==> config.mk <==
export PLATFORM = sky130hd
export DESIGN_NAME = rdma_engine
export DESIGN_NICKNAME = d
export VERILOG_FILES = /design/src/rtl/rdma_pkg.sv /design/src/rtl/rdma_datapath.sv /design/src/rtl/rdma_control.sv /design/src/rtl/rdma_engine.sv
export SDC_FILE = /design/constraint.sdc
export NUM_CORES = 1
export LEC_CHECK = 0
export BUFFER_PORTS_ARGS = -buffer_cell sky130_fd_sc_hd__buf_2
export CAP_MARGIN = 20
export CORE_UTILIZATION = 58
export CTS_CLUSTER_DIAMETER = 100
export CTS_CLUSTER_SIZE = 10
export DETAILED_ROUTE_END_ITERATION = 8
export PLACE_DENSITY = 0.85
export SLEW_MARGIN = 20
export SYNTH_ARGS = -nofsm -noshare
export SYNTH_HDL_FRONTEND = slang
export SYNTH_HIERARCHICAL = 1
export SYNTH_SLANG_ARGS = --single-unit
==> constraint.sdc <==
create_clock -name clk -period 4.75 [get_ports clk]
set_input_delay 0.95 -clock clk [delete_from_list [all_inputs] [get_ports clk]]
set_output_delay 0.95 -clock clk [all_outputs]
set_load 0.01 [all_outputs]
==> src/rtl/rdma_pkg.sv <==
package rdma_pkg;
  localparam logic [3:0] REG_CMD     = 4'd0;
  localparam logic [3:0] REG_STARTLO = 4'd1;
  localparam logic [3:0] REG_STARTHI = 4'd2;
  localparam logic [3:0] REG_CNTLO   = 4'd3;
  localparam logic [3:0] REG_CNTHI   = 4'd4;
  localparam logic [3:0] REG_CURLO   = 4'd5;
  localparam logic [3:0] REG_CURHI   = 4'd6;
  localparam logic [3:0] REG_STATUS  = 4'd7;
  localparam logic [3:0] REG_CFG     = 4'd8;

  localparam int DONE_BIT = 6;

  typedef struct packed {
    logic ldStartLo;
    logic ldStartHi;
    logic ldCntLo;
    logic ldCntHi;
    logic beginXfer;
    logic step;
    logic wide;
  } rdmaStrobes_t;
endpackage

==> src/rtl/rdma_datapath.sv <==
module rdma_datapath
  import rdma_pkg::*;
#(
  parameter int ADDR_W = 16,
  parameter int CNT_W  = 16
) (
  input  logic              clk,
  input  logic              rstN,
  input  rdmaStrobes_t      strb,
  input  logic [7:0]        wrData,
  output logic [ADDR_W-1:0] startAddr,
  output logic [CNT_W-1:0]  byteCount,
  output logic [ADDR_W-1:0] curAddr,
  output logic              lastStep,
  output logic              cntZero
);
  localparam int AHI_W = ADDR_W - 8;
  localparam int CHI_W = CNT_W - 8;

  logic [CNT_W-1:0]  remaining;
  logic [CNT_W-1:0]  stepCnt;
  logic [ADDR_W-1:0] stepAddr;

  assign stepCnt  = strb.wide ? CNT_W'(2) : CNT_W'(1);
  assign stepAddr = strb.wide ? ADDR_W'(2) : ADDR_W'(1);
  assign lastStep = (remaining <= stepCnt);
  assign cntZero  = (byteCount == '0);

  always_ff @(posedge clk) begin
    if (!rstN) begin
      startAddr <= '0;
      byteCount <= '0;
      curAddr   <= '0;
      remaining <= '0;
    end else begin
      if (strb.ldStartLo) startAddr[7:0]        <= wrData;
      if (strb.ldStartHi) startAddr[ADDR_W-1:8] <= wrData[AHI_W-1:0];
      if (strb.ldCntLo)   byteCount[7:0]        <= wrData;
      if (strb.ldCntHi)   byteCount[CNT_W-1:8]  <= wrData[CHI_W-1:0];
      if (strb.beginXfer) begin
        curAddr   <= startAddr;
        remaining <= byteCount;
      end else if (strb.step) begin
        curAddr   <= curAddr + stepAddr;
        remaining <= lastStep ? '0 : remaining - stepCnt;
      end
    end
  end
endmodule

==> src/rtl/rdma_control.sv <==
module rdma_control
  import rdma_pkg::*;
(
  input  logic         clk,
  input  logic         rstN,
  input  logic [3:0]   regAddr,
  input  logic         regWr,
  input  logic [7:0]   regWrData,
  input  logic         dpRd,
  input  logic         dpWr,
  input  logic         lastStep,
  input  logic         cntZero,
  output rdmaStrobes_t strb,
  output logic         xferActive,
  output logic         xferIsWrite,
  output logic         doneFlag,
  output logic         wideMode,
  output logic [7:0]   cmdReg
);
  logic       cmdHit;
  logic [2:0] cmdField;
  logic       startRd, startWr, abortCmd, xferGo, access;
  logic       setDone, clrDone;

  assign cmdHit   = regWr && (regAddr == REG_CMD);
  assign cmdField = regWrData[5:3];
  assign startRd  = cmdHit && (cmdField == 3'b001);
  assign startWr  = cmdHit && (cmdField == 3'b010);
  assign abortCmd = cmdHit && cmdField[2];
  assign xferGo   = startRd || startWr;
  assign access   = xferActive && !cmdHit && (xferIsWrite ? dpWr : dpRd);

  assign setDone = (xferGo && cntZero) || (access && lastStep);
  assign clrDone = regWr && (regAddr == REG_STATUS) && regWrData[DONE_BIT];

  always_comb begin
    strb           = '0;
    strb.ldStartLo = regWr && (regAddr == REG_STARTLO);
    strb.ldStartHi = regWr && (regAddr == REG_STARTHI);
    strb.ldCntLo   = regWr && (regAddr == REG_CNTLO);
    strb.ldCntHi   = regWr && (regAddr == REG_CNTHI);
    strb.beginXfer = xferGo;
    strb.step      = access;
    strb.wide      = wideMode;
  end

  always_ff @(posedge clk) begin
    if (!rstN) begin
      xferActive  <= 1'b0;
      xferIsWrite <= 1'b0;
      doneFlag    <= 1'b0;
      wideMode    <= 1'b0;
      cmdReg      <= '0;
    end else begin
      if (cmdHit) cmdReg <= regWrData;
      if (regWr && (regAddr == REG_CFG)) wideMode <= regWrData[0];
      if (abortCmd) xferActive <= 1'b0;
      else if (xferGo) begin
        xferActive  <= !cntZero;
        xferIsWrite <= startWr;
      end else if (access && lastStep) xferActive <= 1'b0;
      if (setDone) doneFlag <= 1'b1;
      else if (clrDone) doneFlag <= 1'b0;
    end
  end
endmodule

==> src/rtl/rdma_engine.sv <==
module rdma_engine
  import rdma_pkg::*;
#(
  parameter int ADDR_W = 16,
  parameter int CNT_W  = 16
) (
  input  logic              clk,
  input  logic              rstN,
  input  logic [3:0]        regAddr,
  input  logic              regWr,
  input  logic [7:0]        regWrData,
  output logic [7:0]        regRdData,
  input  logic              dpRd,
  input  logic              dpWr,
  input  logic [15:0]       dpWrData,
  output logic [15:0]       dpRdData,
  output logic [ADDR_W-1:0] memAddr,
  output logic              memWrEn,
  output logic              memWide,
  output logic [15:0]       memWrData,
  input  logic [15:0]       memRdData
);
  localparam int AHI_W = ADDR_W - 8;
  localparam int CHI_W = CNT_W - 8;

  rdmaStrobes_t      strb;
  logic              xferActive, xferIsWrite, doneFlag, wideMode;
  logic              lastStep, cntZero, stepNow;
  logic [7:0]        cmdReg;
  logic [ADDR_W-1:0] startAddr, curAddr;
  logic [CNT_W-1:0]  byteCount;

  rdma_control u_ctrl (
    .clk(clk), .rstN(rstN), .regAddr(regAddr), .regWr(regWr),
    .regWrData(regWrData), .dpRd(dpRd), .dpWr(dpWr),
    .lastStep(lastStep), .cntZero(cntZero), .strb(strb),
    .xferActive(xferActive), .xferIsWrite(xferIsWrite),
    .doneFlag(doneFlag), .wideMode(wideMode), .cmdReg(cmdReg)
  );

  rdma_datapath #(.ADDR_W(ADDR_W), .CNT_W(CNT_W)) u_dp (
    .clk(clk), .rstN(rstN), .strb(strb), .wrData(regWrData),
    .startAddr(startAddr), .byteCount(byteCount), .curAddr(curAddr),
    .lastStep(lastStep), .cntZero(cntZero)
  );

  assign stepNow   = strb.step;
  assign memAddr   = curAddr;
  assign memWide   = wideMode;
  assign memWrData = dpWrData;
  assign memWrEn   = stepNow && xferIsWrite;

  always_comb begin
    if (xferActive && !xferIsWrite)
      dpRdData = wideMode ? memRdData : {8'h00, memRdData[7:0]};
    else
      dpRdData = '0;
  end

  always_comb begin
    case (regAddr)
      REG_CMD:     regRdData = cmdReg;
      REG_STARTLO: regRdData = startAddr[7:0];
      REG_STARTHI: regRdData = 8'(startAddr[ADDR_W-1:8]);
      REG_CNTLO:   regRdData = byteCount[7:0];
      REG_CNTHI:   regRdData = 8'(byteCount[CNT_W-1:8]);
      REG_CURLO:   regRdData = curAddr[7:0];
      REG_CURHI:   regRdData = 8'(curAddr[ADDR_W-1:8]);
      REG_STATUS:  regRdData = 8'(doneFlag) << DONE_BIT;
      REG_CFG:     regRdData = {7'd0, wideMode};
      default:     regRdData = '0;
    endcase
  end

  logic unusedBits;
  assign unusedBits = ^{memRdData[15:8] & 8'h00, AHI_W[0], CHI_W[0]};
endmodule

# == After elaboration in Yosys (flattened, before gate mapping) ==
# Cells that the tools add are included.
# totals
ff_bits,76
in_bits,49
out_inout_bits,58
word_cells,69
# op_classes
n_addsub,2
order_cmp,1
n_eq_ne,10
muxes,14
bitwise,2
reduce_logical,29
# op_table
op,count
two-way mux 16 bit,7
one-hot mux 8 bit (9 select lines),1
logical AND 1 bit,17
adder 16 bit,1
"equality test 4 x 3 -> 1 bit, second input constant",4
<= comparator 16 bit,1
logical NOT 16 bit,1
subtractor 16 bit,1
"equality test 4 x 2 -> 1 bit, second input constant",2
nonzero test 2 bit,3
two-way mux 1 bit,5
"equality test 4 x 1 -> 1 bit, second input constant",1
"equality test 4 bit, second input constant",1
logical NOT 4 bit,1
"equality test 3 x 1 -> 1 bit, second input constant",1
"equality test 3 x 2 -> 1 bit, second input constant",1
logical NOT 1 bit,3
logical OR 1 bit,2
two-way mux 2 bit,1
inverter 1 bit,2
AND reduction 2 bit,1
OR reduction 2 bit,1

# == Longest topological paths before layout ==
# Gate-level depths: netlist of run 1.
# depth
depth_word,8
mapped_depth,11
mapped_depth_nobuf,9

# == Hierarchy ==
# Netlist of run 1, hierarchy kept.
# modules_own_cells
mod,n_inst,cells_per_inst,area_each_um2,seq_area_each_um2
rdma_datapath,1,338,3022.9,1281.2
rdma_engine,1,105,825.8,0.0
rdma_control,1,77,616.8,240.2

# == Worst setup path after synthesis of run 1 ==
# No wires, ideal clock.
# synth_timing
path_kind,input to output
startpoint,input port regAddr[1]
endpoint,output port memWrEn
arrival_ns,2.190
required_ns,3.800
setup_slack_ns,1.610
cell_stages,7
n_path_buf,3
path_cell_list,or2_2 > buf_2 > nand2b_1 > clkbuf_1 > and3_1 > buf_4 > and2_1
# synth_via
elab_chain_cells,6
# synth_lines
element,line,rtl
"start, declared",rdma_engine.sv:9,"input logic [3:0] regAddr,"
logical NOT 4 bit,rdma_control.sv:25,assign cmdHit = regWr && (regAddr == REG_CMD);
logical AND 1 bit,rdma_control.sv:25,
logical NOT 1 bit,rdma_control.sv:31,assign access = xferActive && !cmdHit && (xferIsWrite ? dpWr : dpRd);
logical AND 1 bit (2 in series),rdma_control.sv:31,
net u_ctrl.access,rdma_control.sv:22,"logic startRd, startWr, abortCmd, xferGo, access;"
logical AND 1 bit,rdma_engine.sv:51,assign memWrEn = stepNow && xferIsWrite;
"end, declared",rdma_engine.sv:18,"output logic memWrEn,"
# The timed path passes the listed nets, and every way through them passes these cells.

==> reports/results.tsv, run 1 <==
stage	metric	value	unit
flow_run	maximum capacitance violations	0	
timing	Final Skew	0.007645	ns
hold_path	hold depth	2	
timing	Tmin final	3.560	ns
final_layout	layout cells sized above 1	0.1979	
timing	Slew @ Worst Pin	1.090	ns
timing	unrepaired setup endpoints after global routing	no	
synth	syn_nets	575	
timing	pins over their slew limit	0	
clock_network	post-CTS setup buffer count	0	
worst_setup_path	CP Cell Sequence	buf_2 -> nor3b_1 -> nand2b_1 -> and3_1 -> and2_1 -> buf_2	
worst_setup_path	CP peak stage delay	0.52	ns
final_layout	ANT cells	0	
clock_network	H-Tree Depth	3	
worst_setup_path	R2R Path End	u_ctrl/xferActive	
final_layout	nets	616	
synth	number of flops mapped to enable cells by yosys	0	
synth	synth warn	6	
clock_network	CTS root buffer	clkbuf_8	
placement	Routability Congestion	0.9646	
timing	Tcrit/Tclk final	0.7496	
route	wire per inst	19.15	µm
hold_path	Worst Hold Class	flip-flop to flip-flop	
clock_network	CTS Hold Bufs	0	
final_layout	FILL cells	620	
hold_path	worst hold start	u_ctrl/cmdReg[6]	
final_layout	final instance area	4893	µm²
synth	Yosys top cell area share	0.3407	
power_and_ir_drop	Pleak	1.980	nW
hold_path	Hold Path End	u_ctrl/cmdReg[6]	
floorplanning	Die H	89.75	µm
placement	placed cell areas	4691	µm²
clock_network	Inserted Clock Buffers	9	
worst_setup_path	CP Capture Type	output pin	
synth	syn_area_per_cell	8.588	µm²
floorplanning	Initial Utilization	0.6091	
worst_setup_path	CP Class	input port to output pin	
worst_setup_path	Crit Path Max Fanout	19	
worst_setup_path	r2r startpoint	u_ctrl/wideMode	
synth	Synth Flop Type	dfxtp_1	
floorplanning	total die area	8054	µm²
route	Remaining DRCs	0	
clock_network	Max Root-Sink Buffers	2	
route	post-detailed-routing wire length	12730	µm
global_route	GRT Total Usage	0.3178	
synth	cell taking the most area after synthesis	dfxtp_1	
final_layout	synth-to-layout area growth	9.582	%
global_route	largest net degree at the start of global routing	36	
global_route	initial antenna violation count	0	
synth	sequential share of the synthesized area	0.3407	
timing	final worst slack	1.190	ns
floorplanning	Std-Cell Rows	31	
global_route	first-pass GRT wire length	20260	µm
route	Starting DRT DRC Count	250	
worst_setup_path	slowest CP cell	nor3b_1	
floorplanning	Die Wd	89.75	µm
global_route	number of global-route vias before repair	3997	
placement	pre-CTS setup slack	1.203	ns
synth	post-synthesis async set-or-reset flop share	0	
timing	Fmax	280.9	MHz
worst_setup_path	register-to-register setup slack	2.11	ns
timing	Final Hold Vio Count	0	
clock_network	clock sink total	76	
worst_setup_path	Worst EP arrival	2.61	ns
clock_network	post-CTS sizing	0	
worst_setup_path	CP Launch Point	regAddr[2]	
route	antenna-violating nets left	0	
clock_network	Reg clk slew, reported paths	0.07	ns
synth	top area cells in the synthesized netlist	dfxtp_1 (34%), mux2i_1 (11%), nor2_1 (4.9%)	
placement	PortBufs	74	
worst_setup_path	WP data required	3.80	ns
status	outcome	completed	
power_and_ir_drop	Peak VDD IR	211.1	µV
timing	final setup TNS	0	ns
worst_setup_path	most used cell, CP	buf_2	
clock_network	CTS tree	built	
synth	Syn Inst Count	520	
route	vias	4155	
global_route	GRT overflow	0	
placement	DP HPWL	8967	µm
clock_network	clk_lat worst skew	0.35	ns
timing	final setup vio count	0	
synth	#FFs+latches synth	76	
floorplanning	core area	7331	µm²
timing	Max-slew headroom	0.2723	
floorplanning	# IOs	107	
synth	post-synth cell types	67	
route	1st-pass router iterations	5	
route	vias per inst	6.248	
worst_setup_path	R2R cell count	9	
worst_setup_path	startpoint types	input port	
synth	Post-Syn Area	4466	µm²
power_and_ir_drop	PwrDens	260.6	nW/µm²
placed cells by master, fill, tap and decap left out, types with 16 or more instances in the layout:
cell	instances
a21oi_1	32
and3_1	19
buf_2	74
dfxtp_1	76
mux2i_1	48
nand2_1	28
nand3_1	16
nor2_1	58
o21ai_0	16
xnor2_1	18
flip-flops by register name, summed over array words and instances (netlist names):
signal              flops
u_ctrl/cmdReg           8
u_ctrl/xferIsWrite      1
u_dp/curAddr           16
u_ctrl/wideMode         1
u_ctrl/doneFlag         1
u_dp/startAddr         16
u_dp/remaining         16
u_dp/byteCount         16
u_ctrl/xferActive       1
routing by layer:
layer	GRT usage	part of all wire	up-vias
li1	-	-	1924
met5	0	0	-
met1	0.4178	0.43	1956
met2	0.4994	0.45	239
met3	0.06091	0.076	36
met4	0.1571	0.037	0
worst max-delay path by stage:
stage	slack, ns	end	cells after the start
6_report	1.19	memWrEn	6
5_1_grt	1.13	memWrEn	6
4_1_cts	1.28	memWrEn	6
3_5_place_dp	1.20	u_dp/curAddr[15]	10
3_3_place_gp	1.27	u_dp/curAddr[15]	10
2_1_floorplan	1.61	memWrEn	7
worst max-delay path, delay by kind of cell:
| family | cells | cell delay (ns) |
|---|---|---|
| simple gates | 4 | 1.30 |
| buf+inv | 2 | 0.36 |
stage by stage:
step | utilization | std cells | hold slack (ns) | power, mW
after floorplan | - | 520 | 0.4315 | 0.7506
after global placement | 0.6399 | 649 | 0.4454 | 0.7709
after detailed placement | 0.6399 | 649 | 0.4634 | 0.7731
after CTS | 0.6675 | 665 | 0.4742 | 1.274
after global routing | 0.6675 | 665 | 0.5002 | 1.308
final | 0.6675 | 665 | 0.4768 | 1.275
cells by family after synthesis:
group / count (synthesis) / share of synthesized area
xor+xnor: 28 / 0.05492
mux: 54 / 0.1227
simple gates: 198 / 0.2396
flops: 76 / 0.3407
fa+ha+maj: 6 / 0.02017
compound gates: 97 / 0.1432
buf+inv: 61 / 0.07873
layout make-up:
class,instances,area (µm²),share of cell area
multi-input combinational,383,2592,0.5298
sequential,76,1521,0.3109
timing repair buffer,79,407.9,0.08335
clock buffer,12,155.1,0.03171
tap,99,123.9,0.02531
clock inverter,4,47.55,0.009716
inverter,12,45.04,0.009205
power breakdown:
part | switching [mW] | leakage, nW | internal [mW]
logic | 0.0697 | 1.27 | 0.0413
clock network | 0.243 | 0.102 | 0.270
registers | 0.00831 | 0.613 | 0.643
Yosys cell counts, drive strengths merged (2+ instances only):
cell,n
a31oi,4
dfxtp,76
nor3,12
xnor2,18
nor4,13
a221o,3
o21ai,18
a32oi,3
and2,14
a211oi,6
o31ai,5
clkbuf,19
and3b,3
mux2,6
and3,19
or2,4
nand3b,2
o221ai,2
or4,2
o211ai,2
buf,30
a22oi,2
xor2,10
a22o,3
a21oi,32
fa,2
ha,4
nor3b,6
or3,3
nand3,16
nor2b,6
or3b,3
and4,2
nor2,59
nand2,28
mux2i,48
inv,11
o22ai,7
Note: power is estimated with default switching activity, not from simulation.
==> run 2, diff against run 1 <==
--- a/config.mk
+++ b/config.mk
@@ -5,13 +5,14 @@
 export SDC_FILE = /design/constraint.sdc
 export NUM_CORES = 1
 export LEC_CHECK = 0
+export ABC_AREA = 1
 export BUFFER_PORTS_ARGS = -buffer_cell sky130_fd_sc_hd__buf_2
 export CAP_MARGIN = 20
-export CORE_UTILIZATION = 58
+export CORE_UTILIZATION = 50
 export CTS_CLUSTER_DIAMETER = 100
 export CTS_CLUSTER_SIZE = 10
 export DETAILED_ROUTE_END_ITERATION = 8
-export PLACE_DENSITY = 0.85
+export PLACE_DENSITY = 0.77
 export SLEW_MARGIN = 20
 export SYNTH_ARGS = -nofsm -noshare
 export SYNTH_HDL_FRONTEND = slang
==> constraint.sdc (replaced) <==
create_clock -name clk -period 2.9 [get_ports clk]
set_input_delay 0.58 -clock clk [delete_from_list [all_inputs] [get_ports clk]]
set_output_delay 0.58 -clock clk [all_outputs]
set_load 0.01 [all_outputs]
==> run 2 against run 1 <==
  * Power grew 66%
  * Critical path depth grew 2
  * Clock power grew 65%
  * Sequential power grew 64%
  * Critical path type unchanged
  * Critical endpoint is now regRdData[2]
==> reports/results.tsv, run 2 <==
stage	metric	value	unit	change
final_layout	leading cell type in the layout, fill and taps excluded	nor2_1		was dfxtp_1
final_layout	FILL cells	960		was 620
route	antenna-violating nets left	0		unchanged
synth	Synth Flop Type	dfxtp_1		unchanged
placement	placed cell areas	5172	µm²	was 4691 µm²
hold_path	hold depth	2		unchanged
clock_network	clock sink total	76		unchanged
timing	Tcrit/Tclk final	0.8249		
global_route	GRT overflow	0		unchanged
worst_setup_path	register-to-register setup slack	0.59	ns	was 2.11 ns
timing	Min Hold Slack	0.4789	ns	was 0.4768 ns
final_layout	layout cells sized above 1	0.1644		was 0.1979
synth	Syn Inst Count	757		was 520
power_and_ir_drop	Pleak	2.538	nW	was 1.980 nW
final_layout	commonest cells after routing, fill and taps aside	nor2_1 (145), nand2_1 (130), inv_1 (85), nand3_1 (79), dfxtp_1 (76)		was dfxtp_1 (76), buf_2 (74), nor2_1 (58), mux2i_1 (48), a21oi_1 (32)
timing	Fmax	418.0	MHz	
worst_setup_path	most used cell, CP	nor2_1		was buf_2
clock_network	Reg clk slew, reported paths	0.08	ns	was 0.07 ns
worst_setup_path	CP peak stage delay	0.23	ns	was 0.52 ns
global_route	number of global-route vias before repair	4846		was 3997
floorplanning	# IOs	107		unchanged
route	post-detailed-routing wire length	15150	µm	was 12730 µm
worst_setup_path	Worst EP arrival	1.81	ns	was 2.61 ns
timing	Slew @ Worst Pin	0.7848	ns	was 1.090 ns
synth	top post-synthesis cells by count	nor2_1 (145), nand2_1 (130), inv_1 (85)		was dfxtp_1 (76), nor2_1 (58), mux2i_1 (48)
worst_setup_path	R2R Path End	u_dp/curAddr[10]		was u_ctrl/xferActive
synth	post-synthesis mux area share	0		was 0.1227
hold_path	worst hold start	u_ctrl/cmdReg[3]		was u_ctrl/cmdReg[6]
timing	Final Skew	0.004912	ns	was 0.007645 ns
synth	Post-Syn Area	4830	µm²	was 4466 µm²
placement	Routability Congestion	0.9455		was 0.9646
final_layout	ANT cells	0		unchanged
final_layout	final instance area	5374	µm²	was 4893 µm²
floorplanning	core area	9284	µm²	was 7331 µm²
worst_setup_path	CP Cell Sequence	buf_2 -> nor2_1 -> buf_4 -> nand2_1 -> nor2_1 -> nor2_1 -> nand2_1 -> buf_2		was buf_2 -> nor3b_1 -> nand2b_1 -> and3_1 -> and2_1 -> buf_2
synth	Synth Area in Compound Gates	0.1536		was 0.1432
synth	largest family of logic cells by synthesized area	simple AND/OR/NAND/NOR gates		unchanged
route	wire per inst	16.04	µm	was 19.15 µm
power_and_ir_drop	Peak VDD IR	281.7	µV	was 211.1 µV
synth	number of flops mapped to enable cells by yosys	0		unchanged
clock_network	Inserted Clock Buffers	9		unchanged
timing	final worst slack	0.5077	ns	was 1.190 ns
timing	unrepaired setup endpoints after global routing	no		unchanged
route	Remaining DRCs	0		unchanged
floorplanning	Die H	100.3	µm	was 89.75 µm
synth	most common cell in the netlist	nor2_1		was dfxtp_1
synth	syn_area_per_cell	6.380	µm²	was 8.588 µm²
hold_path	Worst Hold Class	flip-flop to flip-flop		unchanged
synth	Simple-Gate Fraction of Synth Area	0.3697		was 0.2396
floorplanning	Std-Cell Rows	35		was 31
worst_setup_path	r2r startpoint	u_ctrl/wideMode		unchanged
synth	xor and xnor area share after synthesis	0.01451		was 0.05492
global_route	largest net degree at the start of global routing	33		was 36
worst_setup_path	startpoint types	input port		unchanged
route	Starting DRT DRC Count	415		was 250
timing	final setup TNS	0	ns	unchanged
worst_setup_path	CP Capture Type	output pin		unchanged
clock_network	clk_lat worst skew	0.37	ns	was 0.35 ns
synth	post-synthesis async set-or-reset flop share	0		unchanged
worst_setup_path	WP data required	2.32	ns	was 3.80 ns
synth	top area cells in the synthesized netlist	dfxtp_1 (32%), nor2_1 (11%), nand2_1 (10%)		was dfxtp_1 (34%), mux2i_1 (11%), nor2_1 (4.9%)
synth	syn_nets	812		was 575
clock_network	post-CTS sizing	0		unchanged
timing	Max-slew headroom	0.4762		was 0.2723
final_layout	nets	865		was 616
route	1st-pass router iterations	6		was 5
power_and_ir_drop	PwrDens	394.3	nW/µm²	was 260.6 nW/µm²
placement	DP HPWL	11230	µm	was 8967 µm
synth	Yosys top cell area share	0.3150		was 0.3407
clock_network	Max Root-Sink Buffers	2		unchanged
clock_network	H-Tree Depth	3		unchanged
floorplanning	Initial Utilization	0.5202		was 0.6091
synth	sequential share of the synthesized area	0.3150		was 0.3407
synth	Post-Synth Adder-Cell Area	0.01865		was 0.02017
worst_setup_path	slowest CP cell	nor2_1		was nor3b_1
global_route	first-pass GRT wire length	24340	µm	was 20260 µm
route	vias per inst	5.636		was 6.248
status	outcome	completed		unchanged
clock_network	CTS root buffer	clkbuf_8		unchanged
placement	PortBufs	74		unchanged
floorplanning	total die area	10060	µm²	was 8054 µm²
floorplanning	Die Wd	100.3	µm	was 89.75 µm
timing	pins over their slew limit	0		unchanged
worst_setup_path	Bufs and invs on worst path	3		was 2
synth	synth warn	6		unchanged
synth	cell taking the most area after synthesis	dfxtp_1		unchanged
timing	Final Hold Vio Count	0		unchanged
clock_network	CTS tree	built		unchanged
synth	#FFs+latches synth	76		unchanged
global_route	GRT Total Usage	0.3087		was 0.3178
global_route	initial antenna violation count	0		unchanged
clock_network	CTS Hold Bufs	0		unchanged
power_and_ir_drop	Total Power	2.119	mW	was 1.275 mW
synth	post-synth cell types	41		was 67
route	vias	5320		was 4155
final_layout	synth-to-layout area growth	11.27	%	was 9.582%
placement	pre-CTS setup slack	0.2180	ns	was 1.203 ns
clock_network	post-CTS setup buffer count	0		unchanged
hold_path	Hold Path End	u_ctrl/cmdReg[3]		was u_ctrl/cmdReg[6]
flow_run	maximum capacitance violations	0		unchanged
worst_setup_path	CP Class	input port to output pin		unchanged
worst_setup_path	Crit Path Max Fanout	10		was 19
worst_setup_path	crit-path leading delay family	simple AND/OR/NAND/NOR gates		unchanged
worst_setup_path	R2R cell count	15		was 9
timing	final setup vio count	0		unchanged
timing	Tmin final	2.392	ns	
-- run 2: changes by cell type after synthesis, moves of 17 or more --
cell / previous run / this run
nand2_1: 28 / 130
nor2_1: 58 / 145
inv_1: 11 / 85
nand3_1: 16 / 79
mux2i_1: 48 / 0
o21ai_0: 16 / 43
and3_1: 19 / 0
a21oi_1: 32 / 50
xnor2_1: 18 / 1
-- run 2: worst min-delay path: stages, from the launching register on --
cell,delay [ns]
dfxtp_1,0.32
nand2_1,0.06
a21oi_1,0.06
-- run 2: cells by family (layout without fill, tap and decap cells) --
family / Yosys count / after routing
simple gates: 405 / 405
fa+ha+maj: 6 / 6
xor+xnor: 8 / 8
flops: 76 / 76
buf+inv: 134 / 192
compound gates: 128 / 128
-- run 2: through the flow --
stage               utilization  std cells
global route             0.5788        944
detailed placement       0.5571        928
floorplan                     -        757
global placement         0.5571        928
finish                   0.5788        944
CTS                      0.5788        944
-- run 2: final cells by class --
cell class                 count  area (µm²)  share of cell area
multi-input combinational    547        2688              0.5001
sequential                    76        1521              0.2831
timing repair buffer          87       467.9             0.08708
inverter                      89       334.1             0.06217
tap                          129       161.4             0.03003
clock buffer                  10       137.6             0.02561
clock inverter                 6       63.81             0.01187
-- run 2: layer usage --
metal  up-vias  GRT usage  wire length [µm]
li1       2544          -                 -
met1      2429     0.4055              6112
met2       290     0.4953              7053
met3        57    0.04944              1438
met4         0     0.1460               540
met5         -          0                 0
-- run 2: worst max path at each step --
stage | from | to | cells past startpoint
6_report | regAddr[1] | regRdData[2] | 8
5_1_grt | regAddr[1] | u_dp/remaining[12] | 11
4_1_cts | regAddr[1] | regRdData[2] | 8
3_5_place_dp | regAddr[1] | u_dp/remaining[12] | 11
3_3_place_gp | regAddr[1] | u_dp/remaining[12] | 11
2_1_floorplan | u_ctrl/wideMode | u_dp/curAddr[10] | 15
-- run 2: power by group --
group | leakage, nW | internal [mW] | total [mW] | switching, mW
clock network | 0.0983 | 0.419 | 0.848 | 0.428
registers | 0.614 | 1.06 | 1.07 | 0.0176
logic | 1.83 | 0.0607 | 0.196 | 0.136
==> run 3, diff against run 2 <==
==> constraint.sdc (replaced) <==
create_clock -name clk -period 2 [get_ports clk]
set_input_delay 0.4 -clock clk [delete_from_list [all_inputs] [get_ports clk]]
set_output_delay 0.4 -clock clk [all_outputs]
set_load 0.01 [all_outputs]
==> run 3 against run 2 <==
  * Core utilization up 2.9 points
  * Die area unchanged
  * Clock power up 21%
  * Critical path depth up 3
  * Power up 38%
  * Via count up 3.9%
  * Global-route usage up 1.1 points
  * Final cell count up 2.8%
  * Sequential power up 46%
==> reports/results.tsv, run 3 (synthesis results as in run 2) <==
stage	metric	value	unit	change
status	outcome	completed		unchanged
final_layout	synth-to-layout area growth	16.84	%	was 11.27%
worst_setup_path	CP Cell Sequence	inv_4 -> ha_4 -> inv_2 -> fa_2 -> inv_2 -> nand3_4 -> nor2_4 -> buf_4 -> nand2_1 -> o31ai_1 -> a21oi_1		was buf_2 -> nor2_1 -> buf_4 -> nand2_1 -> nor2_1 -> nor2_1 -> nand2_1 -> buf_2
timing	pins over their slew limit	0		unchanged
flow_run	maximum capacitance violations	0		unchanged
timing	final setup vio count	0		unchanged
power_and_ir_drop	Peak VDD IR	510.1	µV	was 281.7 µV
worst_setup_path	CP Class	flip-flop to flip-flop		was input port to output pin
global_route	first-pass GRT wire length	25030	µm	was 24340 µm
timing	final worst slack	0.02452	ns	was 0.5077 ns
final_layout	commonest cells after routing, fill and taps aside	nor2_1 (142), nand2_1 (128), nand3_1 (79), inv_1 (79), buf_2 (74)		was nor2_1 (145), nand2_1 (130), inv_1 (85), nand3_1 (79), dfxtp_1 (76)
final_layout	Final Non-Filler Cells	970		was 944
placement	placed cell areas	5395	µm²	was 5172 µm²
placement	PortBufs	74		unchanged
clock_network	clock sink total	76		unchanged
global_route	initial antenna violation count	0		unchanged
worst_setup_path	CP Capture Type	flip-flop		was output pin
power_and_ir_drop	PwrDens	516.5	nW/µm²	was 394.3 nW/µm²
worst_setup_path	CP peak stage delay	0.41	ns	was 0.23 ns
timing	Slew @ Worst Pin	0.6179	ns	was 0.7848 ns
final_layout	nets	891		was 865
floorplanning	Die Wd	100.3	µm	unchanged
route	Remaining DRCs	0		unchanged
placement	pre-CTS setup slack	-0.04057	ns	was 0.2180 ns
timing	Tmin final	1.975	ns	
global_route	largest net degree at the start of global routing	33		unchanged
route	wire per inst	16.27	µm	was 16.04 µm
route	antenna-violating nets left	0		unchanged
timing	Max-slew headroom	0.5876		was 0.4762
worst_setup_path	Bufs and invs on worst path	4		was 3
floorplanning	core area	9284	µm²	unchanged
timing	Final Skew	0.006710	ns	was 0.004912 ns
floorplanning	Std-Cell Rows	35		unchanged
timing	Final Hold Vio Count	0		unchanged
global_route	GRT Total Usage	0.3200		was 0.3087
final_layout	FILL cells	928		was 960
placement	DP HPWL	11690	µm	was 11230 µm
placement	Inst Count DP	952		was 928
worst_setup_path	Crit Path Max Fanout	4		was 10
clock_network	clk_lat worst skew	0.35	ns	was 0.37 ns
worst_setup_path	startpoint types	flip-flop		was input port
final_layout	leading cell type in the layout, fill and taps excluded	nor2_1		unchanged
route	Starting DRT DRC Count	526		was 415
route	1st-pass router iterations	5		was 6
clock_network	Reg clk slew, reported paths	0.08	ns	about the same
worst_setup_path	slowest CP cell	fa_2		was nor2_1
hold_path	Worst Hold Class	input port to flip-flop		was flip-flop to flip-flop
timing	Fmax	506.2	MHz	
timing	Tcrit/Tclk final	0.9877		
route	post-detailed-routing wire length	15790	µm	was 15150 µm
clock_network	Inserted Clock Buffers	9		unchanged
clock_network	Max Root-Sink Buffers	2		unchanged
global_route	number of global-route vias before repair	5109		was 4846
final_layout	Layout Utilization	0.6078		was 0.5788
placement	Routability Congestion	0.9826		was 0.9455
timing	unrepaired setup endpoints after global routing	yes		was no
floorplanning	Die H	100.3	µm	unchanged
floorplanning	# IOs	107		unchanged
final_layout	ANT cells	0		unchanged
route	vias	5527		was 5320
worst_setup_path	crit-path leading delay family	adder cells		was simple AND/OR/NAND/NOR gates
worst_setup_path	Worst EP arrival	2.21	ns	was 1.81 ns
worst_setup_path	most used cell, CP	inv_2		was nor2_1
global_route	GRT overflow	0		unchanged
floorplanning	Initial Utilization	0.5202		unchanged
power_and_ir_drop	Total Power	2.915	mW	was 2.119 mW
clock_network	H-Tree Depth	3		unchanged
floorplanning	total die area	10060	µm²	unchanged
clock_network	CTS root buffer	clkbuf_8		unchanged
final_layout	final instance area	5643	µm²	was 5374 µm²
clock_network	CTS tree	built		unchanged
route	vias per inst	5.698		was 5.636
power_and_ir_drop	Pleak	2.679	nW	was 2.538 nW
final_layout	layout cells sized above 1	0.2081		was 0.1644
worst_setup_path	WP data required	2.23	ns	was 2.32 ns
-- run 3: final timing paths --
check | start | to | slack [ns] | cells after the start
max reg2reg | u_ctrl/wideMode | u_dp/curAddr[8] | 0.02 | 11
min reg2reg | u_ctrl/cmdReg[3] | u_ctrl/cmdReg[3] | 0.48 | 2
max | u_ctrl/wideMode | u_dp/curAddr[8] | 0.02 | 11
min | regWrData[5] | u_ctrl/xferIsWrite | 0.36 | 4
-- run 3: power breakdown --
group          internal, mW  switching [mW]
clock                 0.447           0.579
combinational         0.118           0.211
sequential             1.53          0.0252
-- run 3: worst register-to-register path: cells and delay by family, from the launching register on --
family                     cells  cell delay (ns)
and+or+nand+nor                3             0.29
DFF                            1             0.34
buffers and inverters          4             0.34
AOI/OAI and AO/OA              2             0.35
adders and majority gates      2             0.54
-- run 3: timing repair --
item                                    4_1_cts  5_1_grt
endpoints found under the setup margin        3       26
setup buffers                                 0        1
hold endpoints to repair                      0        0
pin swaps                                     2        7
cloned                                        0        1
resized for setup                             3       23
hold buffers                                  0        0
-- run 3: final cells by class --
cell class	instances	area [µm²]	area share
multi-input combinational	547	2743	0.4860
sequential	76	1525	0.2703
timing repair buffer	113	708.2	0.1255
inverter	89	336.6	0.05965
tap	129	161.4	0.02860
clock buffer	10	127.6	0.02262
clock inverter	6	41.29	0.007317
-- run 3: through the flow --
stage / hold slack, ns / TNS, ns
final: 0.3567 / 0
after global routing: 0.3666 / -0.1555
after CTS: 0.3476 / 0
after detailed placement: 0.4609 / -0.2263
after global placement: 0.4544 / 0
after floorplan: 0.4420 / 0
-- run 3: metal layers --
metal / up-vias / part of all wire / global-route usage
met3: 60 / 0.10 / 0.06267
met5: - / 0 / 0
li1: 2603 / - / -
met2: 327 / 0.47 / 0.5337
met4: 0 / 0.036 / 0.1405
met1: 2537 / 0.39 / 0.4010
